File: src/rtl/icond_pkg.sv
package icond_pkg;
   // Line indices; the order is decoded by the action stage.
   localparam int LINE_EXT  = 0;
   localparam int LINE_SMI  = 1;
   localparam int LINE_MCK  = 2;
   localparam int LINE_CSTP = 3;
   localparam int LINE_HRST = 4;
   localparam int LINE_SRST = 5;
   localparam int LINE_N    = 6;

   // Pending vector bit positions.
   localparam int PND_EXT = 0;
   localparam int PND_SMI = 1;
   localparam int PND_MCK = 2;
   localparam int PND_RST = 3;
   localparam int PND_N   = 4;
endpackage

File: src/rtl/icond_track.sv
module icond_track
   import icond_pkg::*;
#(
   parameter int IDX_W = 3
) (
   input  logic              clk,
   input  logic              rst_n,
   input  logic              evt_valid,
   input  logic [IDX_W-1:0]  evt_pin,
   input  logic              evt_level,
   output logic [LINE_N-1:0] lvl_q,
   output logic [LINE_N-1:0] chg
);
   // One change strobe per known line; unknown indices match none.
   for (genvar i = 0; i < LINE_N; i++) begin : g_line
      logic hit;
      assign hit    = evt_valid && (evt_pin == IDX_W'(i));
      assign chg[i] = hit && (evt_level != lvl_q[i]);

      always_ff @(posedge clk or negedge rst_n) begin
         if (!rst_n)      lvl_q[i] <= 1'b0;
         else if (chg[i]) lvl_q[i] <= evt_level;
      end
   end
endmodule

File: src/rtl/icond_action.sv
module icond_action
   import icond_pkg::*;
(
   input  logic              clk,
   input  logic              rst_n,
   input  logic [LINE_N-1:0] chg,
   input  logic              evt_level,
   input  logic              mck_clr,
   output logic [PND_N-1:0]  pend_q,
   output logic              halt_q,
   output logic              rreq_q
);
   logic mck_fall;
   logic hrst_rise;

   assign mck_fall  = chg[LINE_MCK]  && !evt_level;
   assign hrst_rise = chg[LINE_HRST] &&  evt_level;

   always_ff @(posedge clk or negedge rst_n) begin
      if (!rst_n) begin
         pend_q <= '0;
         halt_q <= 1'b0;
         rreq_q <= 1'b0;
      end else begin
         if (chg[LINE_EXT])  pend_q[PND_EXT] <= evt_level;
         if (chg[LINE_SMI])  pend_q[PND_SMI] <= evt_level;
         if (chg[LINE_SRST]) pend_q[PND_RST] <= evt_level;
         // Set has priority over the clear strobe.
         if (mck_fall)       pend_q[PND_MCK] <= 1'b1;
         else if (mck_clr)   pend_q[PND_MCK] <= 1'b0;
         if (chg[LINE_CSTP]) halt_q <= evt_level;
         rreq_q <= hrst_rise;
      end
   end
endmodule

File: src/rtl/icond_hreq.sv
module icond_hreq
   import icond_pkg::*;
#(
   parameter bit HREQ_REG = 1'b1
) (
   input  logic             clk,
   input  logic             rst_n,
   input  logic [PND_N-1:0] pend,
   output logic             hard_irq
);
   logic any_pend;
   assign any_pend = |pend;

   if (HREQ_REG) begin : g_reg
      logic hreq_q;
      always_ff @(posedge clk or negedge rst_n) begin
         if (!rst_n) hreq_q <= 1'b0;
         else        hreq_q <= any_pend;
      end
      assign hard_irq = hreq_q;
   end else begin : g_comb
      logic unused_clk;
      assign unused_clk = clk ^ rst_n;
      assign hard_irq   = any_pend;
   end
endmodule

File: src/rtl/icond_top.sv
module icond_top
   import icond_pkg::*;
#(
   parameter int IDX_W    = 3,
   parameter bit HREQ_REG = 1'b1
) (
   input  logic              clk,
   input  logic              rst_n,
   input  logic              evt_valid,
   input  logic [IDX_W-1:0]  evt_pin,
   input  logic              evt_level,
   input  logic              mck_clr,
   output logic [LINE_N-1:0] pin_state,
   output logic [PND_N-1:0]  pend,
   output logic              halt,
   output logic              reset_req,
   output logic              hard_irq
);
   if (IDX_W < $clog2(LINE_N)) begin : g_bad_idx
      $error("icond_top: IDX_W too narrow to address every line");
   end

   logic [LINE_N-1:0] chg;

   icond_track #(.IDX_W(IDX_W)) u_track (
      .clk       (clk),
      .rst_n     (rst_n),
      .evt_valid (evt_valid),
      .evt_pin   (evt_pin),
      .evt_level (evt_level),
      .lvl_q     (pin_state),
      .chg       (chg)
   );

   icond_action u_action (
      .clk       (clk),
      .rst_n     (rst_n),
      .chg       (chg),
      .evt_level (evt_level),
      .mck_clr   (mck_clr),
      .pend_q    (pend),
      .halt_q    (halt),
      .rreq_q    (reset_req)
   );

   icond_hreq #(.HREQ_REG(HREQ_REG)) u_hreq (
      .clk      (clk),
      .rst_n    (rst_n),
      .pend     (pend),
      .hard_irq (hard_irq)
   );
endmodule

File: config.mk
export PLATFORM = sky130hd
export DESIGN_NAME = icond_top
export DESIGN_NICKNAME = d
export VERILOG_FILES = /design/src/rtl/icond_pkg.sv /design/src/rtl/icond_track.sv /design/src/rtl/icond_action.sv /design/src/rtl/icond_hreq.sv /design/src/rtl/icond_top.sv
export SDC_FILE = /design/constraint.sdc
export NUM_CORES = 1
export LEC_CHECK = 0
export BUFFER_PORTS_ARGS = -buffer_cell sky130_fd_sc_hd__buf_2
export CORE_AREA = 2 2 39 41
export DETAILED_ROUTE_END_ITERATION = 8
export DIE_AREA = 0 0 41 43
export HOLD_SLACK_MARGIN = 0.03
export MAX_ROUTING_LAYER = met4
export PLACE_DENSITY = 0.78
export SETUP_SLACK_MARGIN = 0.2
export SLEW_MARGIN = 20
export SYNTH_ARGS = -nofsm -noshare
export SYNTH_HDL_FRONTEND = slang
export SYNTH_HIERARCHICAL = 1
export SYNTH_SLANG_ARGS = --single-unit
File: constraint.sdc
create_clock -name clk -period 3 [get_ports clk]
set_input_delay 0.3 -clock clk [delete_from_list [all_inputs] [get_ports clk]]
set_output_delay 0.3 -clock clk [all_outputs]
set_load 0.01 [all_outputs]
==> impl.org <==
** Run status
- Status :: complete, no violations

** Drt
- Vias per std cell :: 4.95
- After detailed routing, the average wire length per cell comes to 12.0 µm.
- Total via count in the routed design :: 431
- The final layout contains routed wiring with a total length of 1040 µm.
- In the routed design, unresolved DRC markers number 0.
- Antenna violation net count after detailed routing :: 0
- For this block, the initial DRC count from the detailed router was 2.
- The first detailed-routing pass ran for 3 iterations.

** Final layout
- Summing all flip-flop and latch instances after layout gives 325 µm².
- Number of non-filler instances in the completed layout :: 87
- Final Core Density :: 0.582
- Post-layout nets :: 80
- Fill cells in the final layout number 123.
- The repair_antennas step left the layout with diodes totalling 0.
- In the final layout, the share of cells above drive strength 1 is 0.507.
- Syn-to-layout area delta :: 22.7%
- In the final layout, the multi-input gates occupy 317 µm².

** Global routing
- Global routing finished with a remaining overflow of 0.
- Vias in the first global route :: 402
- For this run, the total global-route usage over all layers was measured as 0.142.
- Met3 track demand over resource in global routing :: 0.0314
- The initial antenna violation count was 0.
- Layer with the highest usage :: met1
- Global routing met1 resource utilization :: 0.202
- First-pass GRT wire length :: 1670 µm
- For met2 alone, demand over resource in global routing was 0.191.
- Entering global routing, the biggest net connects 19 pins.

** Synth
- Avg Inst Size Synth :: 14.0 µm²
- Synthesis produced a netlist with a net count of 55.
- For this run, the leading register cell type out of synthesis is dfrtp_1.
- In this run, synthesis produced a sequential element count of 13.
- Netlist area before placement :: 657 µm²
- EDFF count, synth :: 0
- Netlist cell types :: 15
- Sequential element share of the synthesized area :: 0.495
- Of all flip-flops after synthesis, the portion carrying an async set or reset was 1.00.
- Synthesized instance count :: 47
- Ys Warns :: 6

** Hold path
- Worst Hold Class :: input port to flop

** Timing
- Final critical-path share of the clock period :: 0.381
- Setup Skew :: 0.00344 ns
- For this run, the top clock speed supported by timing is 875 MHz.
- Setup violations remaining at the end of the flow were counted as 0.
- Adding up every negative setup slack in the final design gives 0 ns.
- Final-layout worst hold slack :: 0.225 ns
- Measured against its own limit, the worst slew margin works out to 0.772.
- At the pin with the least slew margin, the transition time is 0.342 ns.
- The final max-slew violation count is 0.
- Setup repair after global routing left no endpoint under its margin.
- Hold Violations, Final :: 0
- For the finished layout, the period the worst path requires is 1.14 ns.

** Setup path
- Required time of the critical path :: 3.15 ns
- STA classifies the critical path startpoint as a flop.
- The slowest stage of the critical path is the dfrtp_1 cell.
- Worst setup slack for register-to-register paths :: 1.86 ns
- Counting cells, the worst reg-to-reg path comes to 3.
- Critical Path End :: u_action/pend_q[1]
- Timing startpoint of the critical path :: u_track/lvl_q[1]
- The worst setup path is of the flop to flop kind.
- Along the worst path, the maximum fanout reaches 3.
- Delay of the slowest cell on the worst path :: 0.40 ns
- Worst-path cell chain :: xor2_1, and2_1, mux2_4
- Worst flop-to-flop path endpoint :: u_action/pend_q[1]
- Beginning of the worst register-to-register path :: u_track/lvl_q[1]
- For the worst setup path, the data arrival time is 1.30 ns.
- The worst setup path is captured at a flop.

** Floorplanning
- The floorplan has 14 rows.
- Measured along the y axis, the die boundary spans 43 µm.
- The floorplan step set the die width to 41 µm.
- After floorplanning, the core was sized to cover 1380 µm².
- Effective utilization at floorplan :: 0.475
- The die covers 1760 µm².
- For this design the top-level I/O count stands at 21.

** Clocking
- TritonCTS built the clock tree.
- Once the clock tree was built, the resizer swapped 0 gates to a different size.
- Number of buffers between clock root and the deepest sink :: 2
- Level count of the clock H-tree :: 1
- Clk sink count :: 13
- Clock-pin slew was measured on the worst setup and hold paths at 0.07 ns.
- In this run, CTS created clock tree buffers numbering 3.
- Skew-Pair Late Insertion Delay :: 0.26 ns
- Post-CTS setup buffers :: 0
- In this run the clock root is driven by a clkbuf_4.

** Power and ir drop
- Power per standard cell area :: 638 nW/µm²
- In this run the static leakage power is 0.393 nW.
- Maximum vdd drop :: 0.299 mV

** Job
- Maxcap violations :: 0

** Place
- Quantity of I/O buffers inserted on ports :: 20
- HPWL after detailed placement :: 790 µm
- Routability-driven placement finished with a final weighted congestion of 0.711.
- Number of cells in the design after placement :: 82
metal layers:
metal	vias up	routed length, µm
met1	198	522
met3	0	51
li1	219	-
met2	14	467
met4	0	0
met5	-	0
sequential cells by signal (all words and copies together) (netlist names):
name             cells
u_action/halt_q      1
u_action/rreq_q      1
u_hreq/hard_irq      1
u_action/pend_q      4
u_track/lvl_q        6
how the worst min path moves through the flow:
stage                        from                 end  slack [ns]  cells after the start
after floorplan             rst_n     u_action/halt_q       0.004                      0
after global placement      rst_n  u_action/pend_q[2]        0.20                      1
after detailed placement    rst_n     u_hreq/hard_irq        0.20                      1
after CTS                 mck_clr  u_action/pend_q[2]        0.22                      2
after global routing      mck_clr  u_action/pend_q[2]        0.21                      2
final                     mck_clr  u_action/pend_q[2]        0.22                      2
through the flow:
step                      area (µm²)  power (mW)  setup slack (ns)
after floorplan                  657       0.348              1.83
after global placement           769       0.408              1.65
after detailed placement         769       0.415              1.64
after CTS                        806       0.522              1.86
after global routing             806       0.549              1.82
final                            806       0.514              1.86
final cells by class:
| cell class | instances | area share |
|---|---|---|
| inverters | 2 | 0.00932 |
| repair buffers | 21 | 0.137 |
| well taps | 16 | 0.0248 |
| clock buffers | 4 | 0.0326 |
| multi-input cells | 31 | 0.393 |
| flip-flops and latches | 13 | 0.404 |
kinds of logic after synthesis:
| kind of cell | count (synthesis) | share of synthesized area |
|---|---|---|
| buffers and inverters | 3 | 0.0229 |
| flip-flops | 13 | 0.495 |
| multiplexers | 10 | 0.211 |
| AND/OR/NAND/NOR | 14 | 0.181 |
| AO/OA/AOI/OAI | 1 | 0.00953 |
| XOR/XNOR | 6 | 0.0800 |
critical path, delay by kind of cell (launching register included):
family	cells	cell delay [ns]
xor gates and xnor gates	1	0.16
DFF	1	0.40
muxes	1	0.29
and+or+nand+nor	1	0.18
power by group:
| part | total, mW | internal, mW | switching (mW) | leakage [nW] |
|---|---|---|---|---|
| logic | 0.160 | 0.0939 | 0.0664 | 0.219 |
| clock network | 0.104 | 0.0514 | 0.0525 | 0.0150 |
| registers | 0.250 | 0.219 | 0.0310 | 0.159 |
| total | 0.514 | 0.365 | 0.150 | 0.393 |
cell usage in the layout (no fill, tap or decap), drive strengths merged:
cell type / n
inv: 2
xor2: 4
and2: 5
dlygate4sd3: 1
and4bb: 3
or4: 1
o22ai: 1
nand4b: 2
mux2: 10
xnor2: 2
buf: 20
dfrtp: 13
nor4b: 1
nor2: 2
clkbuf: 4
Yosys cell counts, types with 2 or more instances:
cell | count | share of area
and4bb_1 | 3 | 0.057
xor2_1 | 4 | 0.053
xnor2_1 | 2 | 0.027
inv_1 | 2 | 0.011
and2_1 | 3 | 0.029
mux2_2 | 3 | 0.051
nand4b_1 | 2 | 0.027
nor2_1 | 2 | 0.011
dfrtp_1 | 13 | 0.50
and2_2 | 2 | 0.023
mux2_4 | 7 | 0.16
what timing repair did:
item | 4_1_cts | 5_1_grt
hold buffers | 1 | 0
setup endpoints to repair | 0 | 0
hold endpoints to repair | 13 | 0
Power figures use the tool's default switching activity.
